**config.mk**
```make
export PLATFORM = sky130hd
export DESIGN_NAME = mdio_rd_master
export DESIGN_NICKNAME = d
export VERILOG_FILES = /design/src/rtl/mdio_pkg.sv /design/src/rtl/mdio_clk_div.sv /design/src/rtl/mdio_tx_shift.sv /design/src/rtl/mdio_rx_shift.sv /design/src/rtl/mdio_rd_master.sv
export SDC_FILE = /design/constraint.sdc
export NUM_CORES = 1
export LEC_CHECK = 0
export BUFFER_PORTS_ARGS = -buffer_cell sky130_fd_sc_hd__buf_2
export CAP_MARGIN = 20
export CORE_MARGIN = 10
export CORE_UTILIZATION = 50
export CTS_CLUSTER_SIZE = 12
export DETAILED_ROUTE_END_ITERATION = 7
export HOLD_SLACK_MARGIN = 0.02
export PLACE_DENSITY = 0.73
export SYNTH_ARGS = -nofsm -noshare
export SYNTH_HDL_FRONTEND = slang
export SYNTH_SLANG_ARGS = --single-unit
```
**constraint.sdc**
```tcl
create_clock -name clk -period 2.06 [get_ports clk]
set_input_delay 0.206 -clock clk [delete_from_list [all_inputs] [get_ports clk]]
set_output_delay 0.206 -clock clk [all_outputs]
set_load 0.03 [all_outputs]
```
**src/rtl/mdio_pkg.sv**
```systemverilog
package mdio_pkg;

    localparam int ADDR_W   = 5;
    localparam int DATA_W   = 16;
    localparam int PRE_BITS = 32;
    localparam int HDR_BITS = 16;
    localparam int CAP_BITS = 20;

    // capture window inside the 20 sampled bits
    localparam int KEEP_FIRST = 3;
    localparam int KEEP_LAST  = KEEP_FIRST + DATA_W - 1;

    localparam int MAX_BITS = (PRE_BITS > CAP_BITS) ?
                              ((PRE_BITS > HDR_BITS) ? PRE_BITS : HDR_BITS) :
                              ((CAP_BITS > HDR_BITS) ? CAP_BITS : HDR_BITS);
    localparam int CNT_W = $clog2(MAX_BITS);

    // leading ones, start pattern and read opcode ahead of the two addresses
    localparam logic [HDR_BITS-2*ADDR_W-1:0] HDR_LEAD = 6'b110110;

    typedef enum logic [1:0] {
        ST_IDLE = 2'd0,
        ST_PRE  = 2'd1,
        ST_HDR  = 2'd2,
        ST_CAP  = 2'd3
    } mdio_state_e;

    function automatic logic [HDR_BITS-1:0] make_header(
        input logic [ADDR_W-1:0] phy,
        input logic [ADDR_W-1:0] regad
    );
        return {HDR_LEAD, phy, regad};
    endfunction

endpackage

```
**src/rtl/mdio_clk_div.sv**
```systemverilog
module mdio_clk_div #(
    parameter int HALF = 10
) (
    input  logic clk,
    input  logic rst,
    input  logic run,
    output logic mdc,
    output logic rise,
    output logic fall
);

    logic wrap;

    generate
        if (HALF <= 1) begin : g_direct
            // every system cycle is a half period
            assign wrap = 1'b1;
        end else begin : g_count
            localparam int CW = $clog2(HALF);
            localparam logic [CW-1:0] LAST = CW'(HALF - 1);
            logic [CW-1:0] cnt;

            always_ff @(posedge clk) begin
                if (rst || !run) begin
                    cnt <= '0;
                end else if (cnt == LAST) begin
                    cnt <= '0;
                end else begin
                    cnt <= cnt + 1'b1;
                end
            end

            assign wrap = (cnt == LAST);
        end
    endgenerate

    always_ff @(posedge clk) begin
        if (rst || !run) begin
            mdc <= 1'b0;
        end else if (wrap) begin
            mdc <= ~mdc;
        end
    end

    assign rise = run && wrap && !mdc;
    assign fall = run && wrap && mdc;

endmodule

```
**src/rtl/mdio_tx_shift.sv**
```systemverilog
module mdio_tx_shift #(
    parameter int W = 16
) (
    input  logic         clk,
    input  logic         rst,
    input  logic         load,
    input  logic [W-1:0] load_val,
    input  logic         shift,
    output logic         bit_o
);

    logic [W-1:0] sreg;

    always_ff @(posedge clk) begin
        if (rst) begin
            sreg <= '0;
        end else if (load) begin
            sreg <= load_val;
        end else if (shift) begin
            sreg <= {sreg[W-2:0], 1'b0};
        end
    end

    assign bit_o = sreg[W-1];

endmodule

```
**src/rtl/mdio_rx_shift.sv**
```systemverilog
module mdio_rx_shift #(
    parameter int W = 16
) (
    input  logic         clk,
    input  logic         rst,
    input  logic         clear,
    input  logic         sample,
    input  logic         bit_i,
    output logic [W-1:0] word
);

    always_ff @(posedge clk) begin
        if (rst || clear) begin
            word <= '0;
        end else if (sample) begin
            word <= {word[W-2:0], bit_i};
        end
    end

endmodule

```
**src/rtl/mdio_rd_master.sv**
```systemverilog
module mdio_rd_master
    import mdio_pkg::*;
#(
    parameter int CLK_HZ     = 50_000_000,
    parameter int MDC_MAX_HZ = 2_500_000
) (
    input  logic              clk,
    input  logic              rst,
    input  logic              start,
    input  logic              preamble_on,
    input  logic [ADDR_W-1:0] phy_addr,
    input  logic [ADDR_W-1:0] reg_addr,
    output logic              mdc,
    output logic              mdio_o,
    output logic              mdio_oe,
    input  logic              mdio_i,
    output logic              busy,
    output logic              done,
    output logic [DATA_W-1:0] rd_data
);

    localparam int HALF_RAW = (CLK_HZ + 2 * MDC_MAX_HZ - 1) / (2 * MDC_MAX_HZ);
    localparam int HALF     = (HALF_RAW < 1) ? 1 : HALF_RAW;

    localparam logic [CNT_W-1:0] PRE_LAST   = CNT_W'(PRE_BITS - 1);
    localparam logic [CNT_W-1:0] HDR_LAST   = CNT_W'(HDR_BITS - 1);
    localparam logic [CNT_W-1:0] CAP_LAST   = CNT_W'(CAP_BITS - 1);
    localparam logic [CNT_W-1:0] KEEP_LO    = CNT_W'(KEEP_FIRST);
    localparam logic [CNT_W-1:0] KEEP_HI    = CNT_W'(KEEP_LAST);

    mdio_state_e          state_q, state_d;
    logic [CNT_W-1:0]     bit_q, bit_d;
    logic                 run, rise, fall;
    logic                 load, finish, last_bit;
    logic                 hdr_shift, cap_keep, tx_bit;
    logic [DATA_W-1:0]    cap_word;

    assign run = (state_q != ST_IDLE);

    mdio_clk_div #(.HALF(HALF)) u_div (
        .clk  (clk),
        .rst  (rst),
        .run  (run),
        .mdc  (mdc),
        .rise (rise),
        .fall (fall)
    );

    // end of the current phase
    always_comb begin
        unique case (state_q)
            ST_PRE:  last_bit = (bit_q == PRE_LAST);
            ST_HDR:  last_bit = (bit_q == HDR_LAST);
            ST_CAP:  last_bit = (bit_q == CAP_LAST);
            default: last_bit = 1'b0;
        endcase
    end

    // next state
    always_comb begin
        state_d = state_q;
        bit_d   = bit_q;
        load    = 1'b0;
        finish  = 1'b0;
        unique case (state_q)
            ST_IDLE: begin
                if (start) begin
                    load    = 1'b1;
                    bit_d   = '0;
                    state_d = preamble_on ? ST_PRE : ST_HDR;
                end
            end
            ST_PRE: begin
                if (fall) begin
                    if (last_bit) begin
                        state_d = ST_HDR;
                        bit_d   = '0;
                    end else begin
                        bit_d = bit_q + 1'b1;
                    end
                end
            end
            ST_HDR: begin
                if (fall) begin
                    if (last_bit) begin
                        state_d = ST_CAP;
                        bit_d   = '0;
                    end else begin
                        bit_d = bit_q + 1'b1;
                    end
                end
            end
            ST_CAP: begin
                if (fall) begin
                    if (last_bit) begin
                        state_d = ST_IDLE;
                        bit_d   = '0;
                        finish  = 1'b1;
                    end else begin
                        bit_d = bit_q + 1'b1;
                    end
                end
            end
            default: begin
                state_d = ST_IDLE;
                bit_d   = '0;
            end
        endcase
    end

    // state register
    always_ff @(posedge clk) begin
        if (rst) begin
            state_q <= ST_IDLE;
            bit_q   <= '0;
        end else begin
            state_q <= state_d;
            bit_q   <= bit_d;
        end
    end

    assign hdr_shift = (state_q == ST_HDR) && fall;
    assign cap_keep  = (state_q == ST_CAP) && rise &&
                       (bit_q >= KEEP_LO) && (bit_q <= KEEP_HI);

    mdio_tx_shift #(.W(HDR_BITS)) u_tx (
        .clk      (clk),
        .rst      (rst),
        .load     (load),
        .load_val (make_header(phy_addr, reg_addr)),
        .shift    (hdr_shift),
        .bit_o    (tx_bit)
    );

    mdio_rx_shift #(.W(DATA_W)) u_rx (
        .clk    (clk),
        .rst    (rst),
        .clear  (load),
        .sample (cap_keep),
        .bit_i  (mdio_i),
        .word   (cap_word)
    );

    // registered outputs
    always_ff @(posedge clk) begin
        if (rst) begin
            done    <= 1'b0;
            rd_data <= '0;
        end else begin
            done <= finish;
            if (finish) begin
                rd_data <= cap_word;
            end
        end
    end

    // line outputs
    always_comb begin
        unique case (state_q)
            ST_PRE: begin
                mdio_oe = 1'b1;
                mdio_o  = 1'b1;
            end
            ST_HDR: begin
                mdio_oe = 1'b1;
                mdio_o  = tx_bit;
            end
            default: begin
                mdio_oe = 1'b0;
                mdio_o  = 1'b0;
            end
        endcase
    end

    assign busy = run;

endmodule

```
* Word level (Yosys, flattened, before mapping)
Cells that the tools add are included.
Operators by class: $add $sub $neg 2, magnitude comparators 2, equality and inequality tests 15, mux-type cells 23, bitwise operators 1, reduce and logical (&&, ||, !) cells 20
Operators by type and width (count):
- 2-to-1 mux 16 bit | 2
- 2-to-1 mux 2 bit | 8
- 2-to-1 mux 5 bit | 3
- != test 2 bit, second input constant | 7
- equality test 5 bit, second input constant | 2
- case mux 5 bit (2 select lines) | 1
- case mux 2 bit (4 select lines) | 1
- logical AND 1 bit | 7
- AND reduction 7 bit | 1
- 2-to-1 mux 1 bit | 6
- OR reduction 2 bit | 3
- adder 5 x 1 -> 5 bit, second input constant | 1
- equality test 5 x 4 -> 1 bit, second input constant | 1
- greater-or-equal comparator 5 x 2 -> 1 bit, second input constant | 1
- <= comparator 5 bit, second input constant | 1
- adder 4 x 1 -> 4 bit, second input constant | 1
- equality test 2 bit, second input constant | 2
- equality test 4 bit, second input constant | 1
- nonzero test 2 bit | 2
- case mux 1 bit (3 select lines) | 1
- OR reduction 3 bit | 1
- equality test 2 x 1 -> 1 bit, second input constant | 1
- zero test 1 bit | 2
- zero test 2 bit | 1
- 5 further kinds | 6
Word-level totals: flip-flop bits (word level) 61, input port bits 15, logic and storage cells 72

* Logic depth before layout (Yosys ltp)
Gate-level depths: netlist of run 1.
depth after elaboration 6, depth in mapped cells 9, mapped depth without buffers 6

* Cells and area by module
A second synthesis of run 1 with hierarchy kept.
Unflattened totals: cell total of the unflattened synthesis 271, area, all modules 2748.9 um2
Modules (own cells, without submodules):
- mdio_rd_master | times used 1, cells an instance 125, area each 1169.9 um2, seq. area each 480.5 um2
- mdio_tx_shift | times used 1, cells an instance 71, area each 764.5 um2, seq. area each 320.3 um2
- mdio_rx_shift | times used 1, cells an instance 53, area each 581.8 um2, seq. area each 320.3 um2
- mdio_clk_div | times used 1, cells an instance 22, area each 232.7 um2, seq. area each 100.1 um2

* Worst setup path before layout of run 1
OpenSTA, ideal clock, no wires.
path type register to register, start register state_q[0], end register rd_data[10], library setup time 0.072 ns, arrival 1.890 ns, path slack 0.098 ns, cell stages (with the launch flop) 9, path buffers 2, period minus slack after synthesis 1.962 ns, cells stage by stage dfxtp_1 > inv_1 > ha_1 > buf_2 > and4bb_2 > nand2_2 > nor3_4 > buf_12 > mux2i_1
Between the ends: cells in the longest elaborated chain, start to end 5
RTL lines:
- start, declared | line mdio_rd_master.sv:31 | mdio_state_e state_q, state_d;
- start signal, assigned | line mdio_rd_master.sv:117 | state_q <= state_d;
- equality test 2 bit (tied with other cells) | line mdio_rd_master.sv:51, mdio_rd_master.sv:65
- case mux 1 bit (3 select lines) or logical AND 1 bit (tied branches) | line mdio_rd_master.sv:51, mdio_clk_div.sv:46
- 2-to-1 mux 1 bit or logical AND 1 bit (tied branches) | line mdio_rd_master.sv:95, mdio_clk_div.sv:46
- 2-to-1 mux 1 bit | line mdio_rd_master.sv:94 | if (fall) begin
- 2-to-1 mux 1 bit (*) | line mdio_rd_master.sv:65 | unique case (state_q)
- end signal, assigned | line mdio_rd_master.sv:152 | rd_data <= cap_word;
- end, declared | line mdio_rd_master.sv:19 | output logic [DATA_W-1:0] rd_data
Every way passes the cells marked *; elsewhere a longest branch is shown, timed or not. A chain may end at the register's enable or synchronous reset.

* Worst setup path after layout of run 1
start register state_q[0], end register state_q[1]
Between the ends: cells in the longest elaborated chain, start to end 5
RTL lines:
- parallel branches: the longest is 5 deep, another holds AND reduction 7 bit
Several ways; the timed one is not identified.

==> run_results.csv, run 1 <==
group,metric,value,unit
hold_path,worstHoldPathType,"in2reg",
yosys,synth_top_cell_by_area,"dfxtp_1",
floorplanning,core,0.00544,sq mm
clock_tree,cts-root-buf,"clkbuf_8",
finish,fillCellCount,492,
critical_path,start_kind,"register",
global_routing,grt_first_pass_wirelength,9230,um
critical_path,crit_type,"reg2reg",
floorplanning,die_area,0.00894,sq mm
finish,n_antenna_cell,0,
clock_tree,h-tree-depth,3,
drt,drtPass1Iterations,4,
job,max_cap_violations,0,
yosys,yosysWarnings,0,
critical_path,cp-endpoint,"state_q[1]",
drt,drtIter0Drc,90,
drt,wl,5440,um
floorplanning,rows,27,
global_routing,grt_max_degree,35,
sta,slew_violations,0,
critical_path,r2r_slack,0.11,ns
power_and_ir_drop,powerDensity,1010,mW/mm^2
finish,drive_above_1_share,20.8,%
yosys,synth_cells,299,
sta,period_minus_slack,1.95,ns
sta,min_period_over_period,94.5,%
yosys,syn_area,0.00278,sq mm
yosys,syn_nets,322,
run_status,status,"completed",
yosys,ys_seq_elements,61,
clock_tree,clk_pin_slew,0.06,ns
drt,drc,0,
hold_path,holdPathStages,3,
finish,final_util,60.4,%
floorplanning,die_x,94.6,um
floorplanning,io_pins,36,
sta,max_slew_margin,70.4,%
global_routing,grt_overflow,0,
finish,layout_common_cells,"61 x dfxtp_1, 35 x buf_2, 34 x mux2i_1",
yosys,synth_top_cells_by_area,"dfxtp_1 44%, mux2i_1 12%, nand2b_1 7.2%, nor2_1 4.5%, nand2_1 3.8%",
place,place_congestion,0.805,
sta,fin_ws,0.114,ns
floorplanning,fp.dieH,94.6,um
critical_path,crit_fanout,7,
sta,worstMarginPinSlew,0.443,ns
clock_tree,clock_sinks,61,
global_routing,antenna_found_initial,0,
yosys,synth.yosys.seq_area_share,43.9,%
place,io_buffers,35,
finish,areaGrowthSynthToFinish,18.2,%
sta,skew,0.00697,ns
finish,fin_area,0.00329,sq mm
critical_path,ff2ff_path_depth,6,
finish,fin_nets,360,
critical_path,crit_required,2.30,ns
critical_path,critPathLaunch,"state_q[0]",
sta,rsz0062_at_grt,"no",
place,placed_cell_area,0.00303,sq mm
clock_tree,cts_tree,"yes",
yosys,synth_top_area_share,43.9,%
power_and_ir_drop,ir_drop,0.829,mV
finish,final_common_cell,"dfxtp_1",
sta,max_freq,514,MHz
drt,vias,2128,
drt,viasPerCell,5.14,
clock_tree,numCtsBuffers,9,
clock_tree,ctsHoldBuffers,0,
critical_path,reg2reg_from,"state_q[0]",
critical_path,timing.rr.end,"state_q[1]",
floorplanning,start_util,51.1,%
global_routing,track_usage,12.8,%
place,dp_hpwl,3620,um
drt,routedWlPerCell,13.1,um
sta,setup_viol,0,
yosys,ys_types,44,
drt,ant_nets,0,
global_routing,first_global_vias,2072,
critical_path,endpoint_kind,"register",
power_and_ir_drop,p_leak,1.41,nW
yosys,syn-mean-instance-area,9.30,sq um
sta,hold_viol,0,
clock_tree,clk_latency,0.34,ns
clock_tree,clockBufferDepth,2,
place,dpl_worst_slack,-0.0106,ns
critical_path,worstPathArrival,2.19,ns
==> synthesized netlist by cell type (all sizes together) <==
| master | count |
|---|---|
| a31oi | 1 |
| nand3b | 1 |
| a32oi | 1 |
| and2 | 1 |
| inv | 6 |
| and2b | 1 |
| nor2 | 34 |
| and3b | 1 |
| a221oi | 2 |
| and4bb | 1 |
| o211ai | 1 |
| o311ai | 1 |
| nor4 | 10 |
| o31ai | 2 |
| nand4bb | 1 |
| nor2b | 2 |
| nand3 | 4 |
| nand2b | 32 |
| buf | 7 |
| xnor2 | 4 |
| nand2 | 30 |
| xor2 | 3 |
| a21oi | 3 |
| nor3b | 3 |
| and3 | 1 |
| o21a | 1 |
| o2bb2ai | 1 |
| or2 | 1 |
| o32ai | 2 |
| o21bai | 1 |
| clkbuf | 11 |
| o21ai | 1 |
| dfxtp | 61 |
| ha | 8 |
| mux2i | 34 |
| o22ai | 1 |
| nand4 | 3 |
| nor3 | 21 |
==> report_power, final <==
part | internal (mW) | switching, mW
Sequential | 1.28 | 0.0620
Combinational | 0.323 | 0.503
Clock | 0.681 | 0.476
==> registers in the layout (all words and copies together), names as in the netlist <==
signal and flops:
rd_data 16, u_rx.word 16, u_tx.sreg 16, bit_q 5, u_div.g_count.cnt 4, state_q 2, done 1, u_div.mdc 1
==> cell families after synthesis <==
| logic type | after synthesis | share of synthesized area (%) |
|---|---|---|
| mux | 34 | 12.2 |
| xor+xnor | 7 | 2.21 |
| compound gates | 18 | 5.36 |
| fa+ha+maj | 8 | 3.60 |
| flops | 61 | 43.9 |
| simple gates | 147 | 28.4 |
| buf+inv | 24 | 4.32 |
==> per-layer routing <==
metal	track usage, %	vias to the layer above	routed length, um
met5	0	-	0
met4	4.49	0	56
met3	5.47	5	410
met2	20.5	52	2500
met1	14.9	972	2480
li1	-	1099	-
==> worst min path at each step <==
stage,start,endpoint,slack [ns]
floorplan,reg_addr[0],u_tx.sreg[0],0.34
global placement,reg_addr[0],u_tx.sreg[0],0.45
detailed placement,reg_addr[0],u_tx.sreg[0],0.46
CTS,reg_addr[0],u_tx.sreg[0],0.10
global route,mdio_i,u_rx.word[0],0.12
finish,reg_addr[0],u_tx.sreg[0],0.11
==> stage by stage <==
| stage | TNS (ns) | power [mW] | std cells | hold WS (ns) |
|---|---|---|---|---|
| after floorplan | 0 | 1.97 | 299 | 0.342 |
| after global placement | 0 | 2.15 | 397 | 0.449 |
| after detailed placement | -0.0106 | 2.16 | 397 | 0.456 |
| after CTS | 0 | 3.34 | 413 | 0.104 |
| after global routing | 0 | 3.53 | 414 | 0.124 |
| final | 0 | 3.32 | 414 | 0.111 |
==> layout make-up <==
cell class | count | area, sq um | area share [%]
multi-input cells | 214 | 1460 | 44.5
inverters | 6 | 22.5 | 0.685
clock inverters | 6 | 87.6 | 2.67
flip-flops and latches | 61 | 1220 | 37.2
repair buffers | 45 | 275 | 8.38
well taps | 72 | 90.1 | 2.74
clock buffers | 10 | 128 | 3.88
==> worst max-delay path, stage by stage, from the launching register on <==
cell and delay (ns):
dfxtp_1 0.38, inv_1 0.09, ha_1 0.27, and4bb_2 0.39, nand2_4 0.10, or2_2 0.33
a221oi_1 0.28
==> timing repair <==
item                                    in CTS  in global routing
gates cloned                                 0                  0
endpoints found under the hold margin        0                  0
gates resized for setup                      1                  3
pin swaps                                    0                  2
buffers inserted                             0                  1
endpoints found under the setup margin       3                 19
Note: power is estimated with default switching activity, not from simulation.
==> inputs of run 2 (changes only) <==
--- a/config.mk
+++ b/config.mk
@@ -11,6 +11,7 @@
 export CORE_UTILIZATION = 50
 export CTS_CLUSTER_SIZE = 12
 export DETAILED_ROUTE_END_ITERATION = 7
+export GPL_ROUTABILITY_DRIVEN = 0
 export HOLD_SLACK_MARGIN = 0.02
 export PLACE_DENSITY = 0.73
 export SYNTH_ARGS = -nofsm -noshare
==> constraint.sdc (replaced) <==
create_clock -name clk -period 2.06 [get_ports clk]
set_input_delay 0.103 -clock clk [delete_from_list [all_inputs] [get_ports clk]]
set_output_delay 0.103 -clock clk [all_outputs]
set_load 0.03 [all_outputs]
==> run_results.csv, run 2 (synthesis results as in run 1) <==
group,metric,value,unit
global_routing,grt_first_pass_wirelength,9250,um
floorplanning,die_area,0.00894,sq mm
global_routing,first_global_vias,2082,
power_and_ir_drop,p_leak,1.42,nW
drt,ant_nets,0,
drt,vias,2138,
place,placed_cell_area,0.00303,sq mm
clock_tree,cts_tree,"yes",
run_status,status,"completed",
drt,viasPerCell,5.14,
sta,slew_violations,0,
hold_path,holdPathStages,3,
clock_tree,numCtsBuffers,9,
clock_tree,clock_sinks,61,
power_and_ir_drop,ir_drop,0.835,mV
critical_path,worstPathArrival,2.19,ns
clock_tree,clockBufferDepth,2,
drt,drtIter0Drc,98,
global_routing,antenna_found_initial,0,
finish,finalNonFillerCells,416,
job,max_cap_violations,0,
finish,drive_above_1_share,20.6,%
sta,hold_viol,0,
critical_path,endpoint_kind,"register",
sta,period_minus_slack,1.95,ns
finish,areaGrowthSynthToFinish,18.9,%
sta,tns,0,ns
hold_path,worstHoldPathType,"in2reg",
global_routing,grt_overflow,0,
drt,drtPass1Iterations,4,
finish,n_antenna_cell,0,
place,dpl_worst_slack,-0.0106,ns
finish,final_common_cell,"dfxtp_1",
clock_tree,h-tree-depth,3,
critical_path,start_kind,"register",
sta,max_freq,514,MHz
sta,fin_ws,0.115,ns
critical_path,ff2ff_path_depth,6,
sta,max_slew_margin,70.4,%
power_and_ir_drop,fin_total_pwr,3.33,mW
drt,routedWlPerCell,13.1,um
critical_path,crit_required,2.30,ns
place,dp_hpwl,3620,um
floorplanning,die_x,94.6,um
finish,fin_nets,362,
global_routing,grt_max_degree,35,
clock_tree,clk_pin_slew,0.06,ns
sta,setup_viol,0,
critical_path,crit_fanout,7,
clock_tree,clk_latency,0.34,ns
place,io_buffers,35,
floorplanning,fp.dieH,94.6,um
drt,wl,5450,um
drt,drc,0,
clock_tree,cts-root-buf,"clkbuf_8",
finish,layout_common_cells,"61 x dfxtp_1, 35 x buf_2, 34 x mux2i_1",
floorplanning,rows,27,
power_and_ir_drop,powerDensity,1010,mW/mm^2
finish,top_regs,"rd_data x16, u_rx.word x16, u_tx.sreg x16",
critical_path,crit_type,"reg2reg",
floorplanning,start_util,51.1,%
finish,fin_area,0.00331,sq mm
floorplanning,core,0.00544,sq mm
sta,worstMarginPinSlew,0.444,ns
sta,min_period_over_period,94.4,%
place,post-place-cells,397,
sta,rsz0062_at_grt,"no",
floorplanning,io_pins,36,
sta,skew,0.00697,ns
global_routing,track_usage,12.8,%
[run 2: cell count changes in the layout (fill, tap and decap cells not counted), sizes merged]
| cell | change |
|---|---|
| dlygate4sd3 | +2 |
[run 2: path summary, 6_finish.rpt]
| path | endpoint | from | slack, ns |
|---|---|---|---|
| min | u_tx.sreg[1] | reg_addr[1] | 0.03 |
| max | state_q[1] | state_q[0] | 0.11 |
| min reg2reg | rd_data[12] | rd_data[12] | 0.47 |
| max reg2reg | state_q[1] | state_q[0] | 0.11 |
[run 2: repair_timing]
item,4_1_cts,5_1_grt
endpoints found under the hold margin,2,0
resized for setup,1,3
setup buffers,0,1
endpoints found under the setup margin,3,19
hold buffers,2,0
pin swaps,0,2
[run 2: per-layer routing]
metal / share of wire (%) / vias to the layer above / routed length (um) / global-route usage (%)
met5: 0 / - / 0 / 0
met4: 1.0 / 0 / 56 / 4.49
met3: 7.6 / 5 / 417 / 5.55
met2: 46 / 54 / 2500 / 20.6
met1: 45 / 975 / 2480 / 14.9
li1: - / 1104 / - / -
[run 2: report_power, final]
group          switching (mW)  internal (mW)
combinational           0.502          0.326
clock                   0.477          0.681
sequential             0.0620           1.28
total                    1.04           2.28
[run 2: worst max-delay path, stage by stage, from the launching register on]
cell and delay [ns]:
dfxtp_1 0.38, inv_1 0.09, ha_1 0.27, and4bb_2 0.39, nand2_4 0.10, or2_2 0.33, a221oi_1 0.28
[run 2: final cells by class]
type / instances / area (sq um)
clock inverters: 6 / 87.6
inverters: 6 / 22.5
well taps: 72 / 90.1
repair buffers: 47 / 295
fillers: 490 / 2130
multi-input cells: 214 / 1460
clock buffers: 10 / 128
flip-flops and latches: 61 / 1220
[run 2: through the flow]
step	utilization (%)	hold slack (ns)
final	60.8	0.0349
after global routing	60.8	0.0395
after CTS	60.1	0.0258
after detailed placement	55.7	0.353
after global placement	55.7	0.346
after floorplan	-	0.239
==> inputs of run 3 (changes only) <==
--- a/config.mk
+++ b/config.mk
@@ -5,6 +5,7 @@
 export SDC_FILE = /design/constraint.sdc
 export NUM_CORES = 1
 export LEC_CHECK = 0
+export ABC_AREA = 1
 export BUFFER_PORTS_ARGS = -buffer_cell sky130_fd_sc_hd__buf_2
 export CAP_MARGIN = 20
 export CORE_MARGIN = 10
==> run_results.csv, run 3 <==
group,metric,value,unit
drt,drtPass1Iterations,4,
global_routing,antenna_found_initial,0,
sta,max_slew_margin,54.4,%
yosys,synthFlopType,"dfxtp_1",
critical_path,start_kind,"register",
drt,ant_nets,0,
critical_path,crit_fanout,16,
sta,slew_violations,0,
finish,layout_common_cells,"86 x nand2_1, 61 x dfxtp_1, 55 x nor2_1",
drt,drc,0,
global_routing,grt_first_pass_wirelength,9490,um
hold_path,worstHoldPathType,"in2reg",
critical_path,endpoint_kind,"register",
global_routing,grt_busiest_layer,"met2",
yosys,synth_cells,375,
sta,min_period_over_period,89.8,%
finish,areaGrowthSynthToFinish,15.6,%
clock_tree,clockBufferDepth,2,
floorplanning,die_x,93.9,um
clock_tree,h-tree-depth,3,
sta,setup_viol,0,
floorplanning,core,0.00520,sq mm
yosys,synth.most_common_cell,"nand2_1",
yosys,syn-mean-instance-area,7.28,sq um
drt,drtIter0Drc,143,
yosys,synth_top_family_by_area,"simple AND/OR/NAND/NOR gates",
yosys,yosys.area_share.xor_xnor,0.321,%
power_and_ir_drop,ir_drop,0.564,mV
global_routing,gr-usage-met3,5.04,%
drt,viasPerCell,4.72,
clock_tree,clock_sinks,61,
finish,finalNonFillerCells,487,
yosys,synth_top_cells_by_area,"dfxtp_1 45%, nand2_1 12%, nor2_1 7.7%, inv_1 6.9%, a21oi_1 6.4%",
floorplanning,start_util,52.5,%
floorplanning,rows,26,
finish,final_common_cell,"nand2_1",
yosys,synthAdderAreaFrac,3.66,%
place,dp_hpwl,3480,um
yosys,synthSimpleGateAreaFrac,26.6,%
global_routing,first_global_vias,2276,
global_routing,track_usage,13.1,%
global_routing,grt_max_degree,34,
floorplanning,die_area,0.00882,sq mm
sta,rsz0062_at_grt,"no",
floorplanning,io_pins,36,
clock_tree,numCtsBuffers,9,
sta,max_freq,541,MHz
place,post-place-cells,468,
global_routing,grt_overflow,0,
power_and_ir_drop,powerDensity,946,mW/mm^2
clock_tree,cts-root-buf,"clkbuf_8",
global_routing,grtUsageMet1,14.2,%
finish,fin_nets,435,
finish,drive_above_1_share,18.0,%
yosys,async_reset_ff_share,0,%
critical_path,crit_type,"reg2reg",
finish,n_antenna_cell,0,
finish,top_regs,"rd_data x16, u_rx.word x16, u_tx.sreg x16",
drt,routedWlPerCell,11.4,um
run_status,status,"completed",
yosys,syn_area,0.00273,sq mm
sta,hold_viol,0,
yosys,synth_top_area_share,44.7,%
critical_path,worstPathArrival,2.13,ns
clock_tree,clk_pin_slew,0.07,ns
drt,wl,5540,um
sta,worstMarginPinSlew,0.683,ns
clock_tree,cts_tree,"yes",
clock_tree,clk_latency,0.35,ns
drt,vias,2298,
yosys,synth.yosys.seq_area_share,44.7,%
global_routing,grt_util_met2,21.4,%
yosys,ys_types,30,
yosys,syn_nets,398,
floorplanning,fp.dieH,93.9,um
yosys,synth_common_cells,"86 x nand2_1, 61 x dfxtp_1, 56 x nor2_1",
place,io_buffers,35,
critical_path,crit_required,2.34,ns
yosys,synth_edf_count,0,
yosys,synth-compound-area-share,13.6,%
yosys,synth_top_cell_by_area,"dfxtp_1",
sta,skew,0.00926,ns
finish,fillCellCount,496,
sta,tns,0,ns
yosys,yosysWarnings,0,
yosys,muxShareOfSynthArea,0,%
job,max_cap_violations,0,
yosys,ys_seq_elements,61,
power_and_ir_drop,p_leak,1.56,nW
sta,period_minus_slack,1.85,ns
## run 3: cell types whose count changed in the layout (fill, tap and decap cells not counted), sizes merged, moves of 26 or more
cell,change
a21oi,+37
mux2i,-34
nor2,+26
inv,+48
nand2,+59
nand2b,-32
## run 3: power breakdown
group          internal (mW)  switching, mW
combinational          0.208          0.428
sequential              1.26         0.0537
clock                  0.583          0.454
## run 3: timing repair
action / in CTS / in global routing
endpoints found under the hold margin: 1 / 0
setup buffers: 0 / 1
endpoints found under the setup margin: 0 / 18
hold buffers: 1 / 0
resized for setup: 0 / 2
## run 3: layout make-up
class / count / area (sq um) / area share, %
multi-input combinational: 247 / 1230 / 39.0
sequential: 61 / 1220 / 38.7
timing repair buffer: 39 / 220 / 6.98
inverter: 54 / 205 / 6.50
clock buffer: 11 / 141 / 4.48
tap: 70 / 87.6 / 2.77
clock inverter: 5 / 50.0 / 1.59
## run 3: critical path: stages (launching register included)
cell	delay (ns)
dfxtp_1	0.38
inv_1	0.08
ha_1	0.27
inv_2	0.13
nand3_1	0.14
nor2_4	0.21
nand4_4	0.27
nand2_1	0.13
nand2_1	0.05
nor2_1	0.11
## run 3: logic make-up (layout without fill, tap and decap cells)
| group | Yosys count | after routing |
|---|---|---|
| DFF | 61 | 61 |
| adders and majority gates | 8 | 8 |
| xor gates and xnor gates | 1 | 1 |
| buffers and inverters | 68 | 109 |
| and+or+nand+nor | 168 | 169 |
| AOI/OAI and AO/OA | 69 | 69 |
## run 3: final timing paths
| path | start | to | slack, ns | cells after the start |
|---|---|---|---|---|
| worst min register to register | u_tx.sreg[10] | u_tx.sreg[10] | 0.45 | 2 |
| worst max register to register | state_q[0] | rd_data[10] | 0.21 | 9 |
| worst min-delay path | mdio_i | u_rx.word[0] | 0.06 | 3 |
| worst max-delay path | state_q[0] | rd_data[10] | 0.21 | 9 |
## run 3: metrics by stage
step                      cell area (sq um)  hold WS, ns  power (mW)  utilization (%)  worst slack, ns
after CTS                              3110       0.0499        3.01             59.8            0.104
after detailed placement               2910        0.369        1.97             55.9            0.131
after floorplan                        2730        0.250        1.85                -            0.310
after global routing                   3160       0.0914        3.15             60.6           0.0471
final                                  3160       0.0613        2.99             60.6            0.211
after global placement                 2910        0.367        1.95             55.9            0.234
## run 3: metal layers
layer / wire (um) / vias up
li1: - / 1239
met1: 2470 / 1012
met2: 2680 / 32
met3: 264 / 15
met4: 130 / 0
met5: 0 / -
